[src/rtl/cit_pkg.sv]
// Package: shared register addresses, control-register layout and clear-edge codes
// for the input capture interval timer. Assumes an 8-bit data bus.
package cit_pkg;

    localparam int ADDR_W = 3;
    localparam int DATA_W = 8;

    localparam logic [ADDR_W-1:0] A_CTRL = 3'd0;
    localparam logic [ADDR_W-1:0] A_CAPR = 3'd1;
    localparam logic [ADDR_W-1:0] A_CAPF = 3'd2;
    localparam logic [ADDR_W-1:0] A_RUN  = 3'd3;
    localparam logic [ADDR_W-1:0] A_FLAG = 3'd4;

    localparam logic [DATA_W-1:0] RUN_RESET = 8'hFF;

    typedef enum logic [1:0] {
        CLR_NONE = 2'b00,
        CLR_RISE = 2'b01,
        CLR_FALL = 2'b10,
        CLR_BOTH = 2'b11
    } clr_sel_e;

    typedef struct packed {
        logic     rsvd;
        logic     irq_en;
        logic     ovf_en;
        logic     cap_mode;
        clr_sel_e clr_sel;
        logic [1:0] tick_sel;
    } ctrl_t;

endpackage

[src/rtl/cit_prescaler.sv]
// Module: cit_prescaler
// Free-running divider that produces a one-cycle tick every 2**Lk clocks, where the
// exponent is picked by sel. Assumes each exponent is between 1 and PRE_W.
module cit_prescaler #(
    parameter int PRE_W = 6,
    parameter int LOG0  = 6,
    parameter int LOG1  = 5,
    parameter int LOG2  = 2,
    parameter int LOG3  = 1
) (
    input  logic       clk,
    input  logic       rst_n,
    input  logic [1:0] sel,
    output logic       tick
);

    localparam int NSEL = 4;

    logic [PRE_W-1:0] pre_q;
    logic [NSEL-1:0]  tap;

    // Advance the divider every cycle; it never stops.
    always_ff @(posedge clk) begin
        if (!rst_n) pre_q <= '0;
        else        pre_q <= pre_q + 1'b1;
    end

    // One tap per select code: high when the low LG bits are all ones.
    for (genvar g = 0; g < NSEL; g++) begin : g_tap
        localparam int LG = (g == 0) ? LOG0 : (g == 1) ? LOG1 : (g == 2) ? LOG2 : LOG3;
        assign tap[g] = &pre_q[LG-1:0];
    end

    // Route the chosen tap to the counter.
    assign tick = tap[sel];

endmodule

[src/rtl/cit_edge_sync.sv]
// Module: cit_edge_sync
// Synchronizes an asynchronous pin through STAGES flops, gates the result with an
// enable level, and reports one-cycle rising and falling pulses of the gated signal.
// Assumes STAGES >= 2. A change of the gate therefore shows up as an edge.
module cit_edge_sync #(
    parameter int STAGES = 2
) (
    input  logic clk,
    input  logic rst_n,
    input  logic pin,
    input  logic gate,
    output logic rise,
    output logic fall
);

    logic [STAGES-1:0] sh_q;
    logic              sig;
    logic              prev_q;

    // Shift the pin through the synchronizer chain.
    always_ff @(posedge clk) begin
        if (!rst_n) sh_q <= '0;
        else        sh_q <= {sh_q[STAGES-2:0], pin};
    end

    // Gated internal capture signal.
    assign sig = sh_q[STAGES-1] & gate;

    // Remember last cycle's gated signal for edge detection.
    always_ff @(posedge clk) begin
        if (!rst_n) prev_q <= 1'b0;
        else        prev_q <= sig;
    end

    // Edge pulses, valid for one cycle.
    assign rise = sig & ~prev_q;
    assign fall = ~sig & prev_q;

endmodule

[src/rtl/cit_counter.sv]
// Module: cit_counter
// The hidden up-counter with its two capture registers. A selected edge clears the
// counter in place of a tick, and a capture on the same edge keeps the old value.
// Assumes rise and fall are single-cycle pulses that never occur together.
module cit_counter #(
    parameter int CNT_W = 8
) (
    input  logic             clk,
    input  logic             rst_n,
    input  logic             tick,
    input  logic             run,
    input  logic             clr_on_rise,
    input  logic             clr_on_fall,
    input  logic             rise,
    input  logic             fall,
    output logic [CNT_W-1:0] cnt,
    output logic [CNT_W-1:0] cap_r,
    output logic [CNT_W-1:0] cap_f,
    output logic             step,
    output logic             clr_hit,
    output logic             wrap
);

    localparam logic [CNT_W-1:0] CNT_MAX = '1;

    // Decode the count and clear events of this cycle.
    assign step    = tick & run;
    assign clr_hit = (rise & clr_on_rise) | (fall & clr_on_fall);
    assign wrap    = step & ~clr_hit & (cnt == CNT_MAX);

    // Counter: a clear beats a tick.
    always_ff @(posedge clk) begin
        if (!rst_n)       cnt <= '0;
        else if (clr_hit) cnt <= '0;
        else if (step)    cnt <= cnt + 1'b1;
    end

    // Rising-edge capture of the pre-update value.
    always_ff @(posedge clk) begin
        if (!rst_n)    cap_r <= '0;
        else if (rise) cap_r <= cnt;
    end

    // Falling-edge capture of the pre-update value.
    always_ff @(posedge clk) begin
        if (!rst_n)    cap_f <= '0;
        else if (fall) cap_f <= cnt;
    end

endmodule

[src/rtl/cap_interval_timer.sv]
// Module: cap_interval_timer
// Top level: register bus, prescaler, pin synchronizer and counter. Reads are
// combinational and a write takes effect on the clock edge where bus_we is high.
// Assumes an active-low synchronous reset and a single clock domain apart from cap_pin.
module cap_interval_timer
    import cit_pkg::*;
#(
    parameter int SYNC_STAGES = 2,
    parameter int PRE_W       = 6
) (
    input  logic              clk,
    input  logic              rst_n,
    input  logic [ADDR_W-1:0] bus_addr,
    input  logic [DATA_W-1:0] bus_wdata,
    input  logic              bus_we,
    output logic [DATA_W-1:0] bus_rdata,
    input  logic              cap_pin,
    output logic              ovf_flag,
    output logic              irq
);

    localparam int CNT_W = DATA_W;

    ctrl_t             ctrl_q;
    logic [DATA_W-1:0] run_q;
    logic              flag_q;
    logic              wr_ctrl, wr_run, wr_flag, flag_clr_wr;
    logic              tick, rise, fall;
    logic [CNT_W-1:0]  cnt, cap_r, cap_f;
    logic              step, clr_hit, wrap;

    // Write strobes per register.
    assign wr_ctrl     = bus_we && (bus_addr == A_CTRL);
    assign wr_run      = bus_we && (bus_addr == A_RUN);
    assign wr_flag     = bus_we && (bus_addr == A_FLAG);
    assign flag_clr_wr = wr_flag && !bus_wdata[0];

    // Control register; the reserved bit always stores 0.
    always_ff @(posedge clk) begin
        if (!rst_n)       ctrl_q <= '0;
        else if (wr_ctrl) ctrl_q <= ctrl_t'({1'b0, bus_wdata[DATA_W-2:0]});
    end

    // Run register; bit 0 enables counting.
    always_ff @(posedge clk) begin
        if (!rst_n)      run_q <= RUN_RESET;
        else if (wr_run) run_q <= bus_wdata;
    end

    // Overflow flag: a set wins over a software clear in the same cycle.
    always_ff @(posedge clk) begin
        if (!rst_n)                      flag_q <= 1'b0;
        else if (wrap && ctrl_q.ovf_en)  flag_q <= 1'b1;
        else if (flag_clr_wr)            flag_q <= 1'b0;
    end

    cit_prescaler #(
        .PRE_W (PRE_W)
    ) u_pre (
        .clk   (clk),
        .rst_n (rst_n),
        .sel   (ctrl_q.tick_sel),
        .tick  (tick)
    );

    cit_edge_sync #(
        .STAGES (SYNC_STAGES)
    ) u_sync (
        .clk   (clk),
        .rst_n (rst_n),
        .pin   (cap_pin),
        .gate  (ctrl_q.cap_mode),
        .rise  (rise),
        .fall  (fall)
    );

    cit_counter #(
        .CNT_W (CNT_W)
    ) u_cnt (
        .clk         (clk),
        .rst_n       (rst_n),
        .tick        (tick),
        .run         (run_q[0]),
        .clr_on_rise (ctrl_q.clr_sel[0]),
        .clr_on_fall (ctrl_q.clr_sel[1]),
        .rise        (rise),
        .fall        (fall),
        .cnt         (cnt),
        .cap_r       (cap_r),
        .cap_f       (cap_f),
        .step        (step),
        .clr_hit     (clr_hit),
        .wrap        (wrap)
    );

    // Read multiplexer; the counter has no address.
    always_comb begin
        case (bus_addr)
            A_CTRL:  bus_rdata = ctrl_q;
            A_CAPR:  bus_rdata = cap_r;
            A_CAPF:  bus_rdata = cap_f;
            A_RUN:   bus_rdata = run_q;
            A_FLAG:  bus_rdata = {{(DATA_W-1){1'b0}}, flag_q};
            default: bus_rdata = '0;
        endcase
    end

    // Request outputs.
    assign ovf_flag = flag_q;
    assign irq      = flag_q & ctrl_q.irq_en;

endmodule

[config.mk]
export PLATFORM = sky130hd
export DESIGN_NAME = cap_interval_timer
export DESIGN_NICKNAME = d
export VERILOG_FILES = /design/src/rtl/cit_pkg.sv /design/src/rtl/cit_prescaler.sv /design/src/rtl/cit_edge_sync.sv /design/src/rtl/cit_counter.sv /design/src/rtl/cap_interval_timer.sv
export SDC_FILE = /design/constraint.sdc
export NUM_CORES = 1
export LEC_CHECK = 0
export ABC_AREA = 1
export CELL_PAD_IN_SITES_DETAIL_PLACEMENT = 1
export CELL_PAD_IN_SITES_GLOBAL_PLACEMENT = 1
export CORE_UTILIZATION = 32
export CTS_BUF_LIST = sky130_fd_sc_hd__clkbuf_4
export CTS_CLUSTER_DIAMETER = 150
export DETAILED_ROUTE_END_ITERATION = 8
export HOLD_SLACK_MARGIN = 0.15
export PLACE_DENSITY = 0.76
export SETUP_SLACK_MARGIN = 0.02
export SLEW_MARGIN = 20
export SYNTH_ARGS = -nofsm -noshare
export SYNTH_HDL_FRONTEND = slang
export SYNTH_SLANG_ARGS = --single-unit
[constraint.sdc]
create_clock -name clk -period 3.5 [get_ports clk]
set_input_delay 0.7 -clock clk [delete_from_list [all_inputs] [get_ports clk]]
set_output_delay 0.7 -clock clk [all_outputs]
set_load 0.01 [all_outputs]
* Word-level counts from Yosys, hierarchy flattened
Cells that the tools add are included.
** Operators by class
- Shift-type cells :: 0
- Order comparisons :: 1
- Eq/ne operators :: 5
- Div/mod/pow operators :: 0
- Bitwise gates (word level) :: 14
- Reduce and logical (&&, ||, !) cells :: 12
- Mux-type cells :: 5
- Multipliers :: 0
- Add/sub/neg operators :: 2
** Operators with widths (count)
- $pmux W8 S5 :: 1
- $and A1 B1 Y1 :: 9
- $add A8 B1 Y8 const B :: 1
- $eq A8 B8 Y1 const B :: 1
- $add A6 B1 Y6 const B :: 1
- $eq A3 B2 Y1 const B :: 2
- $reduce_and A6 Y1 :: 1
- $logic_and A1 B1 Y1 :: 5
- $reduce_and A5 Y1 :: 1
- $not A1 Y1 :: 4
- $eq A3 B1 Y1 const B :: 1
- $eq A3 B3 Y1 const B :: 1
- $logic_not A3 Y1 :: 1
- $lt A2 B3 Y1 const B :: 1
- $mux W1 :: 3
- $bmux W1 S2 :: 1
- $reduce_and A2 Y1 :: 1
- $reduce_bool A2 Y1 :: 1
- $reduce_or A2 Y1 :: 1
- $logic_not A1 Y1 :: 1
- $or A1 B1 Y1 :: 1
** Word-level totals
- Memory bits (writable) :: 0
- Memory bits (read-only) :: 0
- Bits in latches :: 0
- Word-level logic and storage cells :: 52
- Flip-flop bits (word level) :: 49
- Memories kept :: 0
- Input bits :: 15

* Longest topological paths before layout
Gate-level depths: netlist of run 1.
- Depth after elaboration :: 10
- Depth in mapped cells :: 10
- Mapped depth without buffers :: 10

* Cells and area by module
A second synthesis of run 1 with hierarchy kept.
** Unflattened totals
- Cell total of the unflattened synthesis :: 344
- Area total of the unflattened synthesis :: 2373.5 um^2
** Modules (own cells, without submodules)
- cap_interval_timer :: cells an instance 168, area each 997.2 um^2, times used 1
- cit_counter :: cells an instance 121, area each 980.9 um^2, times used 1
- cit_prescaler :: cells an instance 42, area each 296.5 um^2, times used 1
- cit_edge_sync :: cells an instance 13, area each 98.8 um^2, times used 1

* Worst setup path before layout of run 1
OpenSTA, ideal clock, no wires.
- Path kind :: input-to-output
- Start point :: in bus_addr[1]
- End point :: out bus_rdata[0]
- Setup slack :: 1.543 ns
- Arrival time :: 1.257 ns
- Stages :: 4
- Data required time :: 2.800 ns
- Buffers on the path :: 1
- Cells stage by stage :: nor3_4 > buf_6 > nand2_1 > nand4_1
** Between the ends
- Longest elaborated chain between the ends :: 2
** Ends and longest elaborated chain
- start: declaration :: line cap_interval_timer.sv:13 : input logic [ADDR_W-1:0] bus_addr,
- $eq A3 B3 Y1, or another cell as far along :: line cap_interval_timer.sv:98 : case (bus_addr)
- $pmux W8 S5 * :: line cap_interval_timer.sv:98
- end: declaration :: line cap_interval_timer.sv:16 : output logic [DATA_W-1:0] bus_rdata,
Mark *: on every way between the ends. The rest lies on a longest branch, timed or not.

* Worst setup path after layout of run 1
Ends and elaborated chain as after synthesis.

==> results.sh, run 1 <==
export IMPL_violated_checks="design-rule violations"
export IMPL_vias_after_detailed_routing=2022
export IMPL_crit_reg2reg_launch="u_pre.pre_q[0]"
export IMPL_initial_core_util_pct=33.89
export IMPL_worstPathCellList="clkdlybuf4s50_1 -> nand2_1 -> nor2_2 -> nand2_1 -> nand4_1 -> clkdlybuf4s50_1"
export IMPL_worstPathMaxFanout=8
export IMPL_drive_gt1_share_pct=8.232
export IMPL_layout_commonest_cell="sky130_fd_sc_hd__nand2_1"
export IMPL_insertion_delay_ps=390
export IMPL_critical_path_origin="bus_addr[1]"
export IMPL_critical_path_max_stage_delay_ps=650
export IMPL_grt_antenna_before_repair=0
export IMPL_cts_tree="built"
export IMPL_wire_length_of_the_first_global_routing_pass_um=9942
export IMPL_synth_nets=319
export IMPL_worstHoldStart="u_sync.sh_q[0]"
export IMPL_globalRoute_totalOverflow=0
export IMPL_skew_ps=21.76
export IMPL_die_area_um2=7213
export IMPL_synth_warnings=0
export IMPL_finalCoreUtilization_pct=39.53
export IMPL_placement_io_buffers=24
export IMPL_preCtsSetupSlack_ps=175.5
export IMPL_timing_max_cap_violations=0
export IMPL_ys_ff_latch=49
export IMPL_layout_area_seq_um2=980.9
export IMPL_max_clock_freq_ghz=0.3030
export IMPL_drc=2
export IMPL_gp_congestion=0.7645
export IMPL_slew_limit_headroom_pct=63.60
export IMPL_detail_route_antenna_nets=0
export IMPL_numClockSinks=49
export IMPL_ctsRootBufferMaster="sky130_fd_sc_hd__clkbuf_4"
export IMPL_critPathLaunchType="primary input"
export IMPL_powerDensity_nw_per_um2=371.8
export IMPL_postSynthCellCount=301
export IMPL_total_area_of_multi_input_combinational_cells_um2=1070
export IMPL_die_height_um=84.93
export IMPL_track_usage_pct=17.55
export IMPL_hold_class="register to register"
export IMPL_yosysUniqueCellTypes=24
export IMPL_setup_viol=0
export IMPL_finalSetupTns_ps=0
export IMPL_cts_buf_count=5
export IMPL_post_route_period_util_pct=94.30
export IMPL_setup_slack_ps=199.4
export IMPL_peakVddDrop_v=0.0001838
export IMPL_nNetsFinal=345
export IMPL_antennaDiodeCount=0
export IMPL_cts_repair_resize_count=0
export IMPL_syn_area_per_cell_um2=7.312
export IMPL_std_cell_rows=29
export IMPL_seq_total_area_yosys_pct=44.57
export IMPL_cts_repair_timing_setup_buffer_count=0
export IMPL_finalCriticalPeriod_ps=3301
export IMPL_drv_slew=0
export IMPL_cellLeakagePower_nw=1.041
export IMPL_grt_start_max_net_pins=25
export IMPL_layout_cells_most_common_list="90 x sky130_fd_sc_hd__nand2_1, 49 x sky130_fd_sc_hd__dfxtp_1, 29 x sky130_fd_sc_hd__nor2_1"
export IMPL_post_synth_instance_area_um2=2201
export IMPL_area_growth_syn_to_layout_pct=16.66
export IMPL_worst_setup_hold_path_clk_slew_ps=150
export IMPL_arrival_ps=2600
export IMPL_worstSetupPathType="primary input to output pin"
export IMPL_grt_pass1_vias=2009
export IMPL_drt_pass1_iterations=8
export IMPL_drt_first_iter_violations=96
export IMPL_die_w_um=84.93
export IMPL_final_hold_viol_count=0
export IMPL_rsz0062_at_grt="false"
export IMPL_setup_reg_to_reg_worst_slack_ps=1600
export IMPL_max_clock_path_buffers=2
export IMPL_transition_time_at_the_pin_with_the_least_slew_margin_ps=545.5
export IMPL_route_detailed_vias_per_inst=4.993
export IMPL_hpwlAfterDp_um=4356
export IMPL_run_status="complete, but fails checks"
export IMPL_cts_htree_levels=2
export IMPL_pin_count=25
export IMPL_totalWireLength_um=5948
export IMPL_post_drt_wl_per_cell_um=14.69
export IMPL_whs_ps=436.8
export IMPL_critPathRequiredTime_ps=2800
export IMPL_area_of_the_core_um2=6495
export IMPL_critical_path_slowest_cell="sky130_fd_sc_hd__clkdlybuf4s50_1"
export IMPL_fill_cells=842
export IMPL_cts_hold_fix_buffers=0
export IMPL_timing_critical_path_to_type="output pin"
state kept, by name, summed over array words and instances (netlist names):
| name | flops |
|---|---|
| run_q | 8 |
| u_pre.pre_q | 6 |
| u_cnt.cnt | 8 |
| ovf_flag | 1 |
| u_sync.sh_q | 2 |
| u_sync.prev_q | 1 |
| u_cnt.cap_r | 8 |
| u_cnt.cap_f | 8 |
| ctrl_q | 7 |
path summary, 6_finish.rpt:
check,cells past startpoint,endpoint
setup / recovery,6,bus_rdata[0]
hold reg to reg,2,u_sync.sh_q[1]
setup reg to reg,10,u_cnt.cnt[1]
hold / removal,2,u_sync.sh_q[1]
kinds of logic (layout without fill, tap and decap cells):
| group | Yosys count | in the layout | share of synthesized area [%] |
|---|---|---|---|
| compound gates | 51 | 51 | 11.83 |
| xor+xnor | 5 | 5 | 1.990 |
| fa+ha+maj | 3 | 3 | 1.706 |
| buf+inv | 31 | 58 | 6.822 |
| flops | 49 | 49 | 44.57 |
| simple gates | 162 | 162 | 33.09 |
report_power, final:
group	switching, W	internal [W]
clock network	0.000206	0.0000832
registers	0.00000832	0.000569
logic	0.0000508	0.0000374
total	0.000265	0.000690
stage by stage:
| stage | cells | instance area, um^2 | power (W) |
|---|---|---|---|
| after global placement | 397 | 2504 | 0.0006755 |
| final | 405 | 2567 | 0.0009545 |
| after CTS | 405 | 2567 | 0.0009637 |
| after floorplan | 301 | 2201 | 0.0006318 |
| after detailed placement | 397 | 2504 | 0.0006776 |
| after global routing | 405 | 2567 | 0.0009928 |
worst max-delay path, delay by kind of cell:
kind / cells / cell delay [ps]
AND/OR/NAND/NOR: 4 / 700
buffers and inverters: 2 / 1190
metal layers:
metal	track usage, %	share of wire, %	vias to the layer above
met2	28.31	45	26
met3	3.891	3.0	4
li1	-	-	1035
met4	4.006	0.91	0
met5	0	0	-
met1	24.07	51	957
cells in the mapped netlist (all sizes together):
| cell type | number | area [um^2] |
|---|---|---|
| a21oi | 27 | 135.1 |
| a22oi | 1 | 7.510 |
| buf | 5 | 45.04 |
| clkbuf | 3 | 11.26 |
| dfxtp | 49 | 980.9 |
| ha | 3 | 37.54 |
| inv | 23 | 93.84 |
| nand2 | 93 | 370.3 |
| nand3 | 24 | 120.1 |
| nand4 | 8 | 50.05 |
| nor2 | 34 | 145.1 |
| nor3 | 3 | 42.54 |
| o21ai | 22 | 110.1 |
| o21bai | 1 | 7.510 |
| xor2 | 5 | 43.79 |
layout make-up:
cell class,instances,area share (%)
multi-input combinational,221,41.67
sequential,49,38.21
clock inverter,3,1.023
inverter,23,3.655
clock buffer,5,1.462
timing repair buffer,27,10.23
tap,77,3.752
Note: power is estimated with default switching activity, not from simulation.
==> inputs of run 2 (changes only) <==
- CORE_MARGIN: default -> 3
==> results.sh, run 2 (synthesis gave the netlist of run 1 again) <==
export IMPL_run_status="complete, no violations"
export IMPL_finalSetupTns_ps=0
export IMPL_placement_io_buffers=24
export IMPL_std_cell_rows=29
export IMPL_hpwlAfterDp_um=4542
export IMPL_post_drt_wl_per_cell_um=14.93
export IMPL_layout_commonest_cell="sky130_fd_sc_hd__nand2_1"
export IMPL_postLayoutCellArea_um2=2567
export IMPL_critPathRequiredTime_ps=2800
export IMPL_grt_start_max_net_pins=26
export IMPL_cts_htree_levels=2
export IMPL_drc=0
export IMPL_cts_hold_fix_buffers=0
export IMPL_internal_power_of_the_cells_w=0.0006895
export IMPL_setup_reg_to_reg_worst_slack_ps=1660
export IMPL_critPathLaunchType="primary input"
export IMPL_drt_first_iter_violations=74
export IMPL_powerDensity_nw_per_um2=373.2
export IMPL_timing_critical_path_to_type="output pin"
export IMPL_post_route_period_util_pct=95.46
export IMPL_power_share_sequential_pct=60.3
export IMPL_ctsRootBufferMaster="sky130_fd_sc_hd__clkbuf_4"
export IMPL_switching_power_w=0.0002688
export IMPL_die_w_um=88.93
export IMPL_drive_gt1_share_pct=8.232
export IMPL_max_clock_path_buffers=2
export IMPL_worstSetupPathType="primary input to output pin"
export IMPL_antennaDiodeCount=0
export IMPL_totalWireLength_um=6046
export IMPL_preCtsSetupSlack_ps=190.5
export IMPL_worst_setup_hold_path_clk_slew_ps=140
export IMPL_route_detailed_vias_per_inst=5.114
export IMPL_gp_congestion=0.7555
export IMPL_wire_length_of_the_first_global_routing_pass_um=9880
export IMPL_die_height_um=88.93
export IMPL_rsz0062_at_grt="false"
export IMPL_worstPathMaxFanout=8
export IMPL_layout_cells_most_common_list="90 x sky130_fd_sc_hd__nand2_1, 49 x sky130_fd_sc_hd__dfxtp_1, 29 x sky130_fd_sc_hd__nor2_1"
export IMPL_capturing_point_of_the_worst_reg2reg_path="u_cnt.cnt[1]"
export IMPL_slew_limit_headroom_pct=66.08
export IMPL_setup_slack_ps=158.8
export IMPL_instance_area_at_placement_um2=2504
export IMPL_finalCoreUtilization_pct=39.53
export IMPL_skew_ps=22.53
export IMPL_detail_route_antenna_nets=0
export IMPL_power_share_clock_pct=30.5
export IMPL_worstHoldStart="u_sync.sh_q[0]"
export IMPL_cts_tree="built"
export IMPL_peakVddDrop_v=0.0002025
export IMPL_final_hold_viol_count=0
export IMPL_transition_time_at_the_pin_with_the_least_slew_margin_ps=508.2
export IMPL_critical_path_endpoint="bus_rdata[1]"
export IMPL_arrival_ps=2640
export IMPL_power_switching_fraction_pct=28.05
export IMPL_grt_antenna_before_repair=0
export IMPL_critical_path_origin="bus_addr[1]"
export IMPL_vias_after_detailed_routing=2071
export IMPL_ff2ff_path_depth=10
export IMPL_timing_max_cap_violations=0
export IMPL_track_usage_pct=16.39
export IMPL_numClockSinks=49
export IMPL_setup_viol=0
export IMPL_area_of_the_core_um2=6495
export IMPL_hold_class="register to register"
export IMPL_nNetsFinal=345
export IMPL_insertion_delay_ps=410
export IMPL_cellLeakagePower_nw=1.041
export IMPL_grt_pass1_vias=2003
export IMPL_cell_depth_of_the_worst_min_delay_path=2
export IMPL_cts_repair_resize_count=0
export IMPL_cts_buf_count=5
export IMPL_globalRoute_totalOverflow=0
export IMPL_die_area_um2=7909
export IMPL_initial_core_util_pct=33.89
export IMPL_drt_pass1_iterations=4
export IMPL_comb_power_share_pct=9.2
export IMPL_cts_repair_timing_setup_buffer_count=0
export IMPL_max_clock_freq_ghz=0.2993
export IMPL_finalCriticalPeriod_ps=3341
export IMPL_area_growth_syn_to_layout_pct=16.66
export IMPL_crit_reg2reg_launch="u_pre.pre_q[0]"
export IMPL_pin_count=25
export IMPL_drv_slew=0
==> run 2: cell counts in the layout (fill, tap and decap cells not counted) <==
No cell type changed its count.
==> run 2: through the flow <==
step,power [W],cells,hold slack (ps)
2_1_floorplan,0.0006318,301,390.5
3_3_place_gp,0.0006760,397,394.0
5_1_grt,0.0009980,405,475.8
3_5_place_dp,0.0006783,397,414.1
6_report,0.0009582,405,433.6
4_1_cts,0.0009668,405,441.8
==> run 2: cell type report <==
class	instances	area, um^2
clock inverters	3	26.28
fillers	846	3928
well taps	77	96.34
inverters	23	93.84
multi-input cells	221	1070
flip-flops and latches	49	980.9
clock buffers	5	37.54
repair buffers	27	262.8
==> run 2: worst max-delay path: stages <==
cell                              delay [ps]
sky130_fd_sc_hd__clkdlybuf4s50_1         660
sky130_fd_sc_hd__nand2_1                 120
sky130_fd_sc_hd__nor2_2                  380
sky130_fd_sc_hd__nand2_1                 100
sky130_fd_sc_hd__nand4_1                 130
sky130_fd_sc_hd__clkdlybuf4s50_1         550
==> run 2: worst min-delay path by stage <==
| stage | to | slack (ps) |
|---|---|---|
| floorplan | u_sync.sh_q[1] | 390 |
| global placement | u_sync.sh_q[1] | 390 |
| detailed placement | u_sync.sh_q[1] | 410 |
| CTS | u_sync.sh_q[1] | 440 |
| global route | u_sync.sh_q[1] | 480 |
| finish | u_sync.sh_q[1] | 430 |
==> run 2: power groups by stage <==
stage	Sequential (W)	Combinational, W	Clock, W
after floorplan	0.000587	0.0000452	0
after global placement	0.000589	0.0000869	0
after detailed placement	0.000589	0.0000891	0
after CTS	0.000577	0.0000894	0.000300
after global routing	0.000579	0.0000977	0.000321
final	0.000577	0.0000885	0.000292
==> run 2: metal layers <==
| metal | vias to the layer above | routed length (um) | track usage [%] |
|---|---|---|---|
| met1 | 995 | 2945 | 23.13 |
| met3 | 8 | 192 | 2.949 |
| li1 | 1030 | - | - |
| met2 | 38 | 2803 | 25.03 |
| met5 | - | 0 | 0 |
| met4 | 0 | 104 | 6.089 |
==> inputs of run 3 (changes only) <==
- CORE_MARGIN: 3 -> 2
- SKIP_CTS_REPAIR_TIMING: default -> 1
==> results.sh, run 3 (synthesis gave the netlist of run 1 again) <==
export IMPL_grt_start_max_net_pins=23
export IMPL_layout_area_seq_um2=980.9
export IMPL_setup_viol=0
export IMPL_drive_gt1_share_pct=7.645
export IMPL_worstSetupPathType="primary input to output pin"
export IMPL_cp_num_buf_inv=2
export IMPL_cts_htree_levels=2
export IMPL_wire_length_of_the_first_global_routing_pass_um=9722
export IMPL_capturing_point_of_the_worst_reg2reg_path="u_cnt.cnt[1]"
export IMPL_area_of_the_core_um2=6719
export IMPL_die_area_um2=7557
export IMPL_globalRoute_totalOverflow=0
export IMPL_numClockSinks=49
export IMPL_layout_cells_most_common_list="90 x sky130_fd_sc_hd__nand2_1, 49 x sky130_fd_sc_hd__dfxtp_1, 29 x sky130_fd_sc_hd__nor2_1"
export IMPL_antennaDiodeCount=0
export IMPL_track_usage_pct=16.51
export IMPL_post_route_period_util_pct=93.94
export IMPL_die_w_um=86.93
export IMPL_grt_pass1_vias=2019
export IMPL_die_height_um=86.93
export IMPL_critPathLaunchType="primary input"
export IMPL_hold_class="register to register"
export IMPL_post_drt_wl_per_cell_um=14.47
export IMPL_critical_path_slowest_cell="sky130_fd_sc_hd__clkdlybuf4s50_1"
export IMPL_vias_after_detailed_routing=2063
export IMPL_critical_path_max_stage_delay_ps=660
export IMPL_grt_util_met1_pct=21.49
export IMPL_critical_path_endpoint="bus_rdata[2]"
export IMPL_peakVddDrop_v=0.0001342
export IMPL_pin_count=25
export IMPL_transition_time_at_the_pin_with_the_least_slew_margin_ps=556.5
export IMPL_timing_critical_path_to_type="output pin"
export IMPL_fill_cells=859
export IMPL_instance_area_at_placement_um2=2500
export IMPL_worstPathMaxFanout=8
export IMPL_arrival_ps=2590
export IMPL_use_met2_pct=28.24
export IMPL_critical_path_top_delay_family="buffers and inverters"
export IMPL_worstPathCellList="clkdlybuf4s50_1 -> nand2_1 -> nor2_2 -> nand2_1 -> nand4_1 -> clkdlybuf4s50_1"
export IMPL_total_power_w=0.0009975
export IMPL_nNetsFinal=344
export IMPL_grt_met3_usage_pct=2.844
export IMPL_setup_reg_to_reg_worst_slack_ps=1630
export IMPL_worstHoldStart="u_sync.sh_q[0]"
export IMPL_drv_slew=0
export IMPL_finalCoreUtilization_pct=38.38
export IMPL_critical_path_origin="bus_addr[1]"
export IMPL_cp_num_cells=6
export IMPL_postLayoutCellArea_um2=2579
export IMPL_max_clock_freq_ghz=0.3042
export IMPL_ctsRootBufferMaster="sky130_fd_sc_hd__clkbuf_4"
export IMPL_ff2ff_path_depth=10
export IMPL_worst_setup_hold_path_clk_slew_ps=140
export IMPL_detail_route_antenna_nets=0
export IMPL_grt_busiest_layer="met2"
export IMPL_final_hold_viol_count=0
export IMPL_route_detailed_vias_per_inst=5.069
export IMPL_slew_limit_headroom_pct=62.86
export IMPL_rsz0062_at_grt="false"
export IMPL_gp_congestion=0.7852
export IMPL_crit_reg2reg_launch="u_pre.pre_q[0]"
export IMPL_std_cell_rows=30
export IMPL_powerDensity_nw_per_um2=386.8
export IMPL_insertion_delay_ps=370
export IMPL_max_clock_path_buffers=2
export IMPL_drt_pass1_iterations=4
export IMPL_run_status="complete, no violations"
export IMPL_area_growth_syn_to_layout_pct=17.17
export IMPL_layout_commonest_cell="sky130_fd_sc_hd__nand2_1"
export IMPL_finalSetupTns_ps=0
export IMPL_timing_max_cap_violations=0
export IMPL_total_area_of_multi_input_combinational_cells_um2=1070
export IMPL_cts_buf_count=5
export IMPL_drc=0
export IMPL_drt_first_iter_violations=93
export IMPL_grt_antenna_before_repair=0
export IMPL_whs_ps=436.8
export IMPL_hpwlAfterDp_um=4412
export IMPL_totalWireLength_um=5889
export IMPL_cts_tree="built"
export IMPL_placement_io_buffers=24
export IMPL_finalCriticalPeriod_ps=3288
export IMPL_cellLeakagePower_nw=1.045
export IMPL_critPathRequiredTime_ps=2800
export IMPL_initial_core_util_pct=32.76
export IMPL_skew_ps=12.98
==> run 3: metrics by stage <==
step                worst slack, ps  cells
floorplan                      1543    301
CTS                           192.9    407
global placement              263.4    399
global route                  109.8    407
finish                        212.2    407
detailed placement            201.8    399
==> run 3: where the power goes <==
part | internal (W) | switching [W] | leakage, nW
sequential | 0.000569 | 0.00000830 | 0.397
clock | 0.000148 | 0.000185 | 0.0389
combinational | 0.0000369 | 0.0000503 | 0.609
total | 0.000754 | 0.000244 | 1.04
==> run 3: worst min-delay path by stage <==
| stage | endpoint | slack, ps | depth (start not counted) |
|---|---|---|---|
| final | u_sync.sh_q[1] | 440 | 2 |
| after global routing | u_sync.sh_q[1] | 480 | 2 |
| after CTS | u_sync.sh_q[1] | 440 | 2 |
| after detailed placement | u_sync.sh_q[1] | 420 | 2 |
| after global placement | u_sync.sh_q[1] | 400 | 2 |
| after floorplan | u_sync.sh_q[1] | 390 | 2 |
==> run 3: per-layer routing <==
metal	vias up	share of wire (%)
li1	1035	-
met1	990	47
met2	34	48
met3	4	3.6
met4	0	1.1
met5	-	0
==> run 3: cell type report <==
cell class | count | area share, %
inverters | 23 | 3.639
clock buffers | 5 | 1.456
repair buffers | 26 | 9.898
flip-flops and latches | 49 | 38.04
clock inverters | 3 | 1.601
well taps | 80 | 3.882
multi-input cells | 221 | 41.48
==> run 3: worst reg2reg max path, cell delays in order, from the launching register on <==
cell,delay [ps]
sky130_fd_sc_hd__dfxtp_1,410
sky130_fd_sc_hd__ha_1,240
sky130_fd_sc_hd__nand2_1,90
sky130_fd_sc_hd__nor2_1,100
sky130_fd_sc_hd__ha_1,170
sky130_fd_sc_hd__nand2_1,50
sky130_fd_sc_hd__nand2_1,70
sky130_fd_sc_hd__o21bai_1,100
sky130_fd_sc_hd__nand3_1,290
sky130_fd_sc_hd__nor2_1,180
sky130_fd_sc_hd__nor2_1,60
